<file path="src/rtl/irq_filt_pkg.sv">
package irq_filt_pkg;

    typedef enum logic {
        DM_PHYS  = 1'b0,
        DM_LOGIC = 1'b1
    } dmode_e;

    typedef enum logic [1:0] {
        DLV_DIRECTED = 2'd0,
        DLV_REDIRECT = 2'd1,
        DLV_BCAST    = 2'd2,
        DLV_RSVD     = 2'd3
    } dlv_e;

    typedef enum logic [1:0] {
        SRC_IO   = 2'd0,
        SRC_BUS0 = 2'd1,
        SRC_BUS1 = 2'd2,
        SRC_RSVD = 2'd3
    } src_e;

    localparam logic [7:0] ID_ALL = 8'hFF;

    typedef struct packed {
        logic [7:0] id;
        dmode_e     mode;
        dlv_e       kind;
        src_e       src;
    } irq_msg_t;

    // bit 0 = bus 0, bit 1 = bus 1
    function automatic logic [1:0] route_buses(dlv_e kind, src_e src);
        logic [1:0] r;
        if (kind == DLV_REDIRECT) begin
            r = 2'b11;
        end else begin
            case (src)
                SRC_BUS0: r = 2'b10;
                SRC_BUS1: r = 2'b01;
                default:  r = 2'b11;
            endcase
        end
        return r;
    endfunction

endpackage

</file>
<file path="src/rtl/irq_ldr_regs.sv">
module irq_ldr_regs
    import irq_filt_pkg::*;
#(
    parameter int NUM_AGENTS = 8,
    parameter int AW = $clog2(NUM_AGENTS + 1)
) (
    input  logic                        clk,
    input  logic                        rst,
    input  logic                        wr_en,
    input  logic [AW-1:0]               wr_addr,
    input  logic [7:0]                  wr_data,
    input  logic [AW-1:0]               rd_addr,
    output logic [7:0]                  rd_data,
    input  logic                        nt_set,
    output logic [NUM_AGENTS-1:0][7:0]  ldr
);
    localparam logic [AW-1:0] STAT_ADDR = AW'(NUM_AGENTS);
    localparam logic          FMT_FLAT  = 1'b0;

    logic nt_q;
    logic nt_clr;

    assign nt_clr = wr_en && (wr_addr == STAT_ADDR) && wr_data[0];

    for (genvar i = 0; i < NUM_AGENTS; i++) begin : g_ldr
        always_ff @(posedge clk) begin
            if (rst) begin
                ldr[i] <= '0;
            end else if (wr_en && (wr_addr == AW'(i))) begin
                ldr[i] <= wr_data;
            end
        end
    end

    always_ff @(posedge clk) begin
        if (rst) begin
            nt_q <= 1'b0;
        end else if (nt_set) begin
            nt_q <= 1'b1;
        end else if (nt_clr) begin
            nt_q <= 1'b0;
        end
    end

    always_comb begin
        rd_data = '0;
        for (int i = 0; i < NUM_AGENTS; i++) begin
            if (rd_addr == AW'(i)) rd_data = ldr[i];
        end
        if (rd_addr == STAT_ADDR) rd_data = {6'b0, FMT_FLAT, nt_q};
    end

    // the no-target bit stays set unless it is cleared
    a_r10_sticky: assert property (@(posedge clk) disable iff (rst)
        nt_q && !nt_clr |=> nt_q);

    // a set request always lands
    a_r10_set_lands: assert property (@(posedge clk) disable iff (rst)
        nt_set |=> nt_q);

endmodule

</file>
<file path="src/rtl/irq_claim_match.sv">
module irq_claim_match
    import irq_filt_pkg::*;
#(
    parameter int NUM_AGENTS = 8
) (
    input  irq_msg_t                    msg,
    input  logic [NUM_AGENTS*8-1:0]     phys_ids,
    input  logic [NUM_AGENTS-1:0][7:0]  ldr,
    output logic [NUM_AGENTS-1:0]       claim
);
    logic every;

    assign every = (msg.id == ID_ALL) || (msg.kind == DLV_BCAST);

    for (genvar i = 0; i < NUM_AGENTS; i++) begin : g_agent
        logic phys_hit;
        logic log_hit;
        assign phys_hit = (msg.id == phys_ids[8*i +: 8]);
        assign log_hit  = |(msg.id & ldr[i]);
        assign claim[i] = every || ((msg.mode == DM_PHYS) ? phys_hit : log_hit);
    end

endmodule

</file>
<file path="src/rtl/irq_bus_route.sv">
module irq_bus_route
    import irq_filt_pkg::*;
(
    input  irq_msg_t    msg,
    output logic [1:0]  bus_en
);
    assign bus_en = route_buses(msg.kind, msg.src);
endmodule

</file>
<file path="src/rtl/irq_dest_filter.sv">
module irq_dest_filter
    import irq_filt_pkg::*;
#(
    parameter int NUM_AGENTS = 8
) (
    input  logic                                clk,
    input  logic                                rst,
    input  logic                                in_valid,
    output logic                                in_ready,
    input  logic [7:0]                          in_dest_id,
    input  logic                                in_mode,
    input  logic [1:0]                          in_kind,
    input  logic [1:0]                          in_src,
    input  logic [NUM_AGENTS*8-1:0]             agent_phys_id,
    input  logic                                reg_wr_en,
    input  logic [$clog2(NUM_AGENTS+1)-1:0]     reg_wr_addr,
    input  logic [7:0]                          reg_wr_data,
    input  logic [$clog2(NUM_AGENTS+1)-1:0]     reg_rd_addr,
    output logic [7:0]                          reg_rd_data,
    output logic                                out_valid,
    input  logic                                out_ready,
    output logic [1:0]                          out_bus_en,
    output logic [NUM_AGENTS-1:0]               out_claim
);
    localparam int AW = $clog2(NUM_AGENTS + 1);

    irq_msg_t                   msg_c;
    irq_msg_t                   msg_q;
    logic [NUM_AGENTS-1:0][7:0] ldr;
    logic [NUM_AGENTS-1:0]      claim_c;
    logic [1:0]                 bus_c;
    logic                       accept;
    logic                       nt_set;

    assign msg_c.id   = in_dest_id;
    assign msg_c.mode = dmode_e'(in_mode);
    assign msg_c.kind = dlv_e'(in_kind);
    assign msg_c.src  = src_e'(in_src);

    assign in_ready = !out_valid || out_ready;
    assign accept   = in_valid && in_ready;
    assign nt_set   = accept && (claim_c == '0);

    irq_ldr_regs #(.NUM_AGENTS(NUM_AGENTS), .AW(AW)) u_regs (
        .clk     (clk),
        .rst     (rst),
        .wr_en   (reg_wr_en),
        .wr_addr (reg_wr_addr),
        .wr_data (reg_wr_data),
        .rd_addr (reg_rd_addr),
        .rd_data (reg_rd_data),
        .nt_set  (nt_set),
        .ldr     (ldr)
    );

    irq_claim_match #(.NUM_AGENTS(NUM_AGENTS)) u_match (
        .msg      (msg_c),
        .phys_ids (agent_phys_id),
        .ldr      (ldr),
        .claim    (claim_c)
    );

    irq_bus_route u_route (
        .msg    (msg_c),
        .bus_en (bus_c)
    );

    always_ff @(posedge clk) begin
        if (rst) begin
            out_valid  <= 1'b0;
            out_claim  <= '0;
            out_bus_en <= '0;
            msg_q      <= '0;
        end else if (accept) begin
            out_valid  <= 1'b1;
            out_claim  <= claim_c;
            out_bus_en <= bus_c;
            msg_q      <= msg_c;
        end else if (out_ready) begin
            out_valid  <= 1'b0;
        end
    end

    // reset empties the output stage
    a_r1_reset_idle: assert property (@(posedge clk)
        rst |=> !out_valid);

    // an all-ones destination claims every agent
    a_r3_all_ones: assert property (@(posedge clk) disable iff (rst)
        out_valid && (msg_q.id == ID_ALL) |-> (&out_claim));

    // redirectable messages go to both buses
    a_r8_redirect_both: assert property (@(posedge clk) disable iff (rst)
        out_valid && (msg_q.kind == DLV_REDIRECT) |-> (out_bus_en == 2'b11));

    // a directed message never returns to its own bus
    a_r7_not_origin: assert property (@(posedge clk) disable iff (rst)
        out_valid && (msg_q.kind == DLV_DIRECTED) && (msg_q.src == SRC_BUS0)
        |-> !out_bus_en[0]);

    // held result under backpressure
    a_r9_hold: assert property (@(posedge clk) disable iff (rst)
        out_valid && !out_ready |=> out_valid && $stable(out_claim) && $stable(out_bus_en));

    // a message is taken only when ready
    a_r9_no_overrun: assert property (@(posedge clk) disable iff (rst)
        in_valid && out_valid && !out_ready |=> $stable(out_claim));

endmodule

</file>
<file path="config.mk">
export PLATFORM = sky130hd
export DESIGN_NAME = irq_dest_filter
export DESIGN_NICKNAME = d
export VERILOG_FILES = /design/src/rtl/irq_filt_pkg.sv /design/src/rtl/irq_ldr_regs.sv /design/src/rtl/irq_claim_match.sv /design/src/rtl/irq_bus_route.sv /design/src/rtl/irq_dest_filter.sv
export SDC_FILE = /design/constraint.sdc
export NUM_CORES = 1
export LEC_CHECK = 0
export BUFFER_PORTS_ARGS = -buffer_cell sky130_fd_sc_hd__clkbuf_2
export CELL_PAD_IN_SITES_DETAIL_PLACEMENT = 0
export CELL_PAD_IN_SITES_GLOBAL_PLACEMENT = 1
export CORE_MARGIN = 1.5
export CORE_UTILIZATION = 43
export CTS_CLUSTER_DIAMETER = 200
export DETAILED_ROUTE_END_ITERATION = 6
export GPL_TIMING_DRIVEN = 1
export HOLD_SLACK_MARGIN = 0.02
export PLACE_DENSITY_LB_ADDON = 0.15
export REMOVE_ABC_BUFFERS = 1
export SLEW_MARGIN = 5
export SYNTH_ARGS = -nofsm -noshare
export SYNTH_HDL_FRONTEND = slang
export SYNTH_SLANG_ARGS = --single-unit
</file>
<file path="constraint.sdc">
create_clock -name clk -period 5.4 [get_ports clk]
set_clock_uncertainty 0.05 [all_clocks]
set_input_delay 1.62 -clock clk [delete_from_list [all_inputs] [get_ports clk]]
set_output_delay 1.62 -clock clk [all_outputs]
set_load 0.01 [all_outputs]
</file>
After elaboration in Yosys (flattened, before gate mapping)
Cells that the tools add are included.
- bitwise operators: 8
- eq/ne operators: 29
- muxes and demuxes: 23
- reduce and logical (&&, ||, !) cells: 36
- operators with widths (cell ; number):
    $mux 8 ; 9
    $and 8x8->8 ; 8
    $eq 8x8->1 ; 8
    $reduce_or 8->1 ; 8
    $eq 4x3->1 const B ; 8
    $eq 4x2->1 const B ; 4
    $logic_and 1x1->1 ; 12
    $mux 1 ; 12
    $logic_or 1x1->1 ; 10
    $eq 4x1->1 const B ; 2
    $eq 4x4->1 const B ; 2
    $eq 8x8->1 const B ; 1
    $logic_not 4->1 ; 2
    $logic_not 8->1 ; 1
    $eq 2x1->1 const B ; 2
    $eq 2x2->1 const B ; 2
    $pmux 2 s2 ; 1
    $reduce_bool 2->1 ; 2
    $mux 2 ; 1
    $logic_not 1->1 ; 1
- output and inout port bits: 20
- register bits after elaboration: 76
- input bits: 98
- logic and storage cells: 108

Logic depth before layout (Yosys ltp)
- word-level depth: 10
- gate-level depth with buffers: 8
- mapped depth without buffers: 6

Cells and area by module
A second synthesis with hierarchy kept.
- cells, all modules: 548
- area, all modules: 5097.4 µm²
- by module, submodules not included (module ; sequential area each (µm²) ; area each (µm²) ; cells an instance ; times used):
    irq_ldr_regs ; 1301.2 ; 3191.8 ; 336 ; 1
    irq_claim_match ; 0.0 ; 1355.0 ; 157 ; 1
    irq_dest_filter ; 220.2 ; 521.8 ; 52 ; 1
    irq_bus_route ; 0.0 ; 28.8 ; 3 ; 1

Least setup slack after synthesis
No wires, ideal clock.
- path kind: in2out
- start: input port reg_rd_addr[0]
- end: output port reg_rd_data[1]
- path buffers: 2
- slack: 1.074 ns
- arrival: 2.656 ns
- data required time: 3.730 ns
- cell stages on the path: 6
- cells stage by stage: buf_2 > buf_2 > mux2i_1 > o22ai_1 > a21oi_1 > o211ai_1
- cells in the longest elaborated chain, start to end: 10
- elaborated cells on any way between the ends: 18
- those cells by class: 8 x eq/ne; 9 x mux; 1 x reduce/logical
- ends and longest elaborated chain (item ; line ; text):
    start, declared ; irq_dest_filter.sv:18 ; input logic [$clog2(NUM_AGENTS+1)-1:0] reg_rd_addr,
    $logic_not 4->1 ; irq_ldr_regs.sv:48 ; if (rd_addr == AW'(i)) rd_data = ldr[i];
    $mux 8 (8 in series) ; irq_ldr_regs.sv:48 ;
    $mux 8 * ; irq_ldr_regs.sv:50 ; if (rd_addr == STAT_ADDR) rd_data = {6'b0, FMT_FLAT, nt_q};
    end, declared ; irq_dest_filter.sv:19 ; output logic [7:0] reg_rd_data,
Every way passes the cells marked *; elsewhere a longest branch is shown, timed or not.

Worst setup path after layout
- start: input port reg_rd_addr[1]
- end: output port reg_rd_data[6]
Same word-level chain as after synthesis.

==> run summary <==
Mapped Avg Cell Area - 8.87 um^2
Syn Std Cell Area - 4520 um^2
DRT met1 WL - 5.96 mm
Routed WL per cell - 19.2 um
Rows - 37
Starting density of the core - 0.440
Setup CP Type - in -> out
Crit path DAT - 3140 ps
Synthesis Warnings - 0
Post-synthesis xor/xnor area fraction - 0.124
Met3 wire len - 1.05 mm
Worst-path fanout max - 7
Core area - 10300 um^2
Largest net degree at the start of global routing - 63
Count of cell types in the netlist - 44
Total global routing overflow - 0
Slew HR - 0.553
Tightest Hold Check Type - reg -> reg
Post-synth EDFFs - 0
Most used DFF post-synth - dfxtp_1
DR iter-0 viols - 272
Clk_lat worst skew - 360 ps
Detail Route Antenna Nets - 0
Net count reported at finish - 695
Setup violations, final - 0
Async S/R FF share, synth - 0
Via count - 4183
Final worst-path cycle share - 0.891
Static leakage - 2.25 nW
Run status - complete, no violations
Clk sinks - 76
Compound-Gate Fraction of Synth Area - 0.126
Clock-pin slew on the worst setup and hold paths - 80 ps
Synth Instances - 510
Initial antenna violation count - 1
Unrepaired setup endpoints after global routing - false
Max IR drop VDD - 0.148 mV
Vias in the first global route - 3930
Die area - 11100 um^2
Power density cells - 234 nW/um^2
Post-synthesis sequential area ratio - 0.336
Setup crit end kind - output port
FMAX - 0.208 GHz
Drc violations - 0
DP HPWL - 10.3 mm
Post-CTS setup buffer count - 0
WP data required - 3730 ps
Chip width - 106 um
Adder-cell share of the synthesized area - 0
Seq cells post-synth - 76
CTS Hold Bufs - 0
CTS Buf Count - 9
Layout cells sized above 1 - 0.238
Slew Viols, Final - 0
Top-level port count - 118
Final hold vios - 0
Hold slack - 451 ps
Max capacitance violation total - 0
Area delta synth->final - 16.4%
Mux cell area share after synthesis - 0.197
1st-pass router iterations - 5
Post-Synth Simple-Gate Area - 0.157
Gr usage total - 0.257
CTS tree - done
Die Ht - 106 um
Combinational family with the most area after synthesis - multiplexers
Fin Setup TNS - 0 ps
Global-route wire length before repair - 21.9 mm
Htree depth - 3
CTS resizes - 0
Wirelength, routed - 14.2 mm
Min cycle time layout - 4810 ps
ANT cells - 0
Via density - 5.67
Max Used Layer - met5
Met2 routed WL - 6.90 mm
CP Launch Type - primary input
Clock root cell - clkbuf_8
Input/output buffers - 117
Worst Tran Pin Value - 671 ps
GPL Wtd Cong - 0.867
Max Buffers Root-to-Sink - 2
-- through the flow --
step           setup WS [ps]  instance area (um^2)  instances  utilization  power, mW
6_report                 589                  5270        738        0.512       1.23
5_1_grt                  488                  5270        738        0.512       1.29
4_1_cts                  623                  5270        738        0.512       1.24
3_5_place_dp             626                  5070        722        0.494      0.805
3_3_place_gp             636                  5070        722        0.494      0.800
2_1_floorplan           1100                  4270        465            -      0.687
-- placed cells by master, fill, tap and decap left out, types with 2 or more instances in the layout --
cell type   instances
nand4_1            21
a31oi_1             2
o21ai_0             5
a211oi_1            3
a222oi_1            2
a221oi_2            2
buf_4               3
nor3_1              5
nor4_1              4
xor2_1             20
o22ai_1             9
clkinvlp_4          3
a311oi_1            5
nor2_1             84
xnor2_1            44
nand3_1             3
o211ai_1            8
clkbuf_2          117
a21oi_1            11
a22oi_1            24
dfxtp_1            76
clkbuf_8            9
clkbuf_1            2
mux2i_1            87
nand2_1            20
nand3b_1            4
nor3b_1             3
nand2b_1            3
inv_1               6
-- final timing paths --
check | from | endpoint | slack (ps) | cells past startpoint
worst max-delay path | reg_rd_addr[1] | reg_rd_data[6] | 590 | 6
worst min-delay path | out_claim[4] | out_claim[4] | 450 | 2
worst max register to register | u_regs.ldr[29] | u_regs.nt_q | 3700 | 6
worst min register to register | out_claim[4] | out_claim[4] | 450 | 2
-- area by class of cell --
class / instances / area (um^2)
Clock buffer: 11 / 131
Sequential cell: 76 / 1520
Tap cell: 136 / 170
Inverter: 6 / 22.5
Fill cell: 1005 / 5010
Timing Repair Buffer: 121 / 628
Multi-Input combinational cell: 383 / 2730
Clock inverter: 5 / 61.3
-- critical path, cell delays in order --
cell and delay, ps:
clkbuf_2 140, or3b_2 520, nor2_1 400, a21oi_1 140, o211ai_1 140, clkbuf_2 180
-- power breakdown --
group	switching, mW	internal (mW)
clock network	0.222	0.215
logic	0.120	0.0890
registers	0.00994	0.573
-- registers in the layout, summed over array words and instances (netlist names) --
register     flops
out_bus_en       2
out_claim        8
out_valid        1
u_regs.ldr      64
u_regs.nt_q      1
-- cell families after synthesis --
family	Yosys count
multiplexers	88
AND/OR/NAND/NOR	154
AO/OA/AOI/OAI	77
flip-flops	76
XOR/XNOR	64
buffers and inverters	51
-- cells in the mapped netlist, types with 2 or more instances --
library cell / count / area (um^2)
a311oi_1: 5 / 43.8
inv_1: 6 / 22.5
a31oi_1: 2 / 12.5
mux2i_1: 87 / 871
nand3_1: 3 / 15.0
xnor2_1: 44 / 385
o211ai_1: 8 / 60.1
nor3_1: 5 / 25.0
nand2_1: 20 / 75.1
o22ai_1: 9 / 56.3
nor2_1: 84 / 315
a221oi_2: 2 / 30.0
buf_6: 4 / 45.0
nand4_1: 21 / 131
nor4_1: 4 / 25.0
a22oi_1: 24 / 180
xor2_1: 20 / 175
nand3b_1: 4 / 30.0
nor3b_1: 3 / 22.5
buf_2: 12 / 60.1
a222oi_1: 2 / 20.0
buf_4: 7 / 52.6
nand2b_1: 3 / 18.8
clkbuf_1: 20 / 75.1
a21oi_1: 11 / 55.1
dfxtp_1: 76 / 1520
a211oi_1: 3 / 22.5
o21ai_0: 5 / 25.0
-- per-layer routing --
layer / track usage / vias to the layer above
met5: 0 / -
met4: 0.0801 / 2
met3: 0.0427 / 24
met2: 0.448 / 181
met1: 0.325 / 1990
li1: - / 1986
No activity file was read; power rests on OpenSTA's default activity.
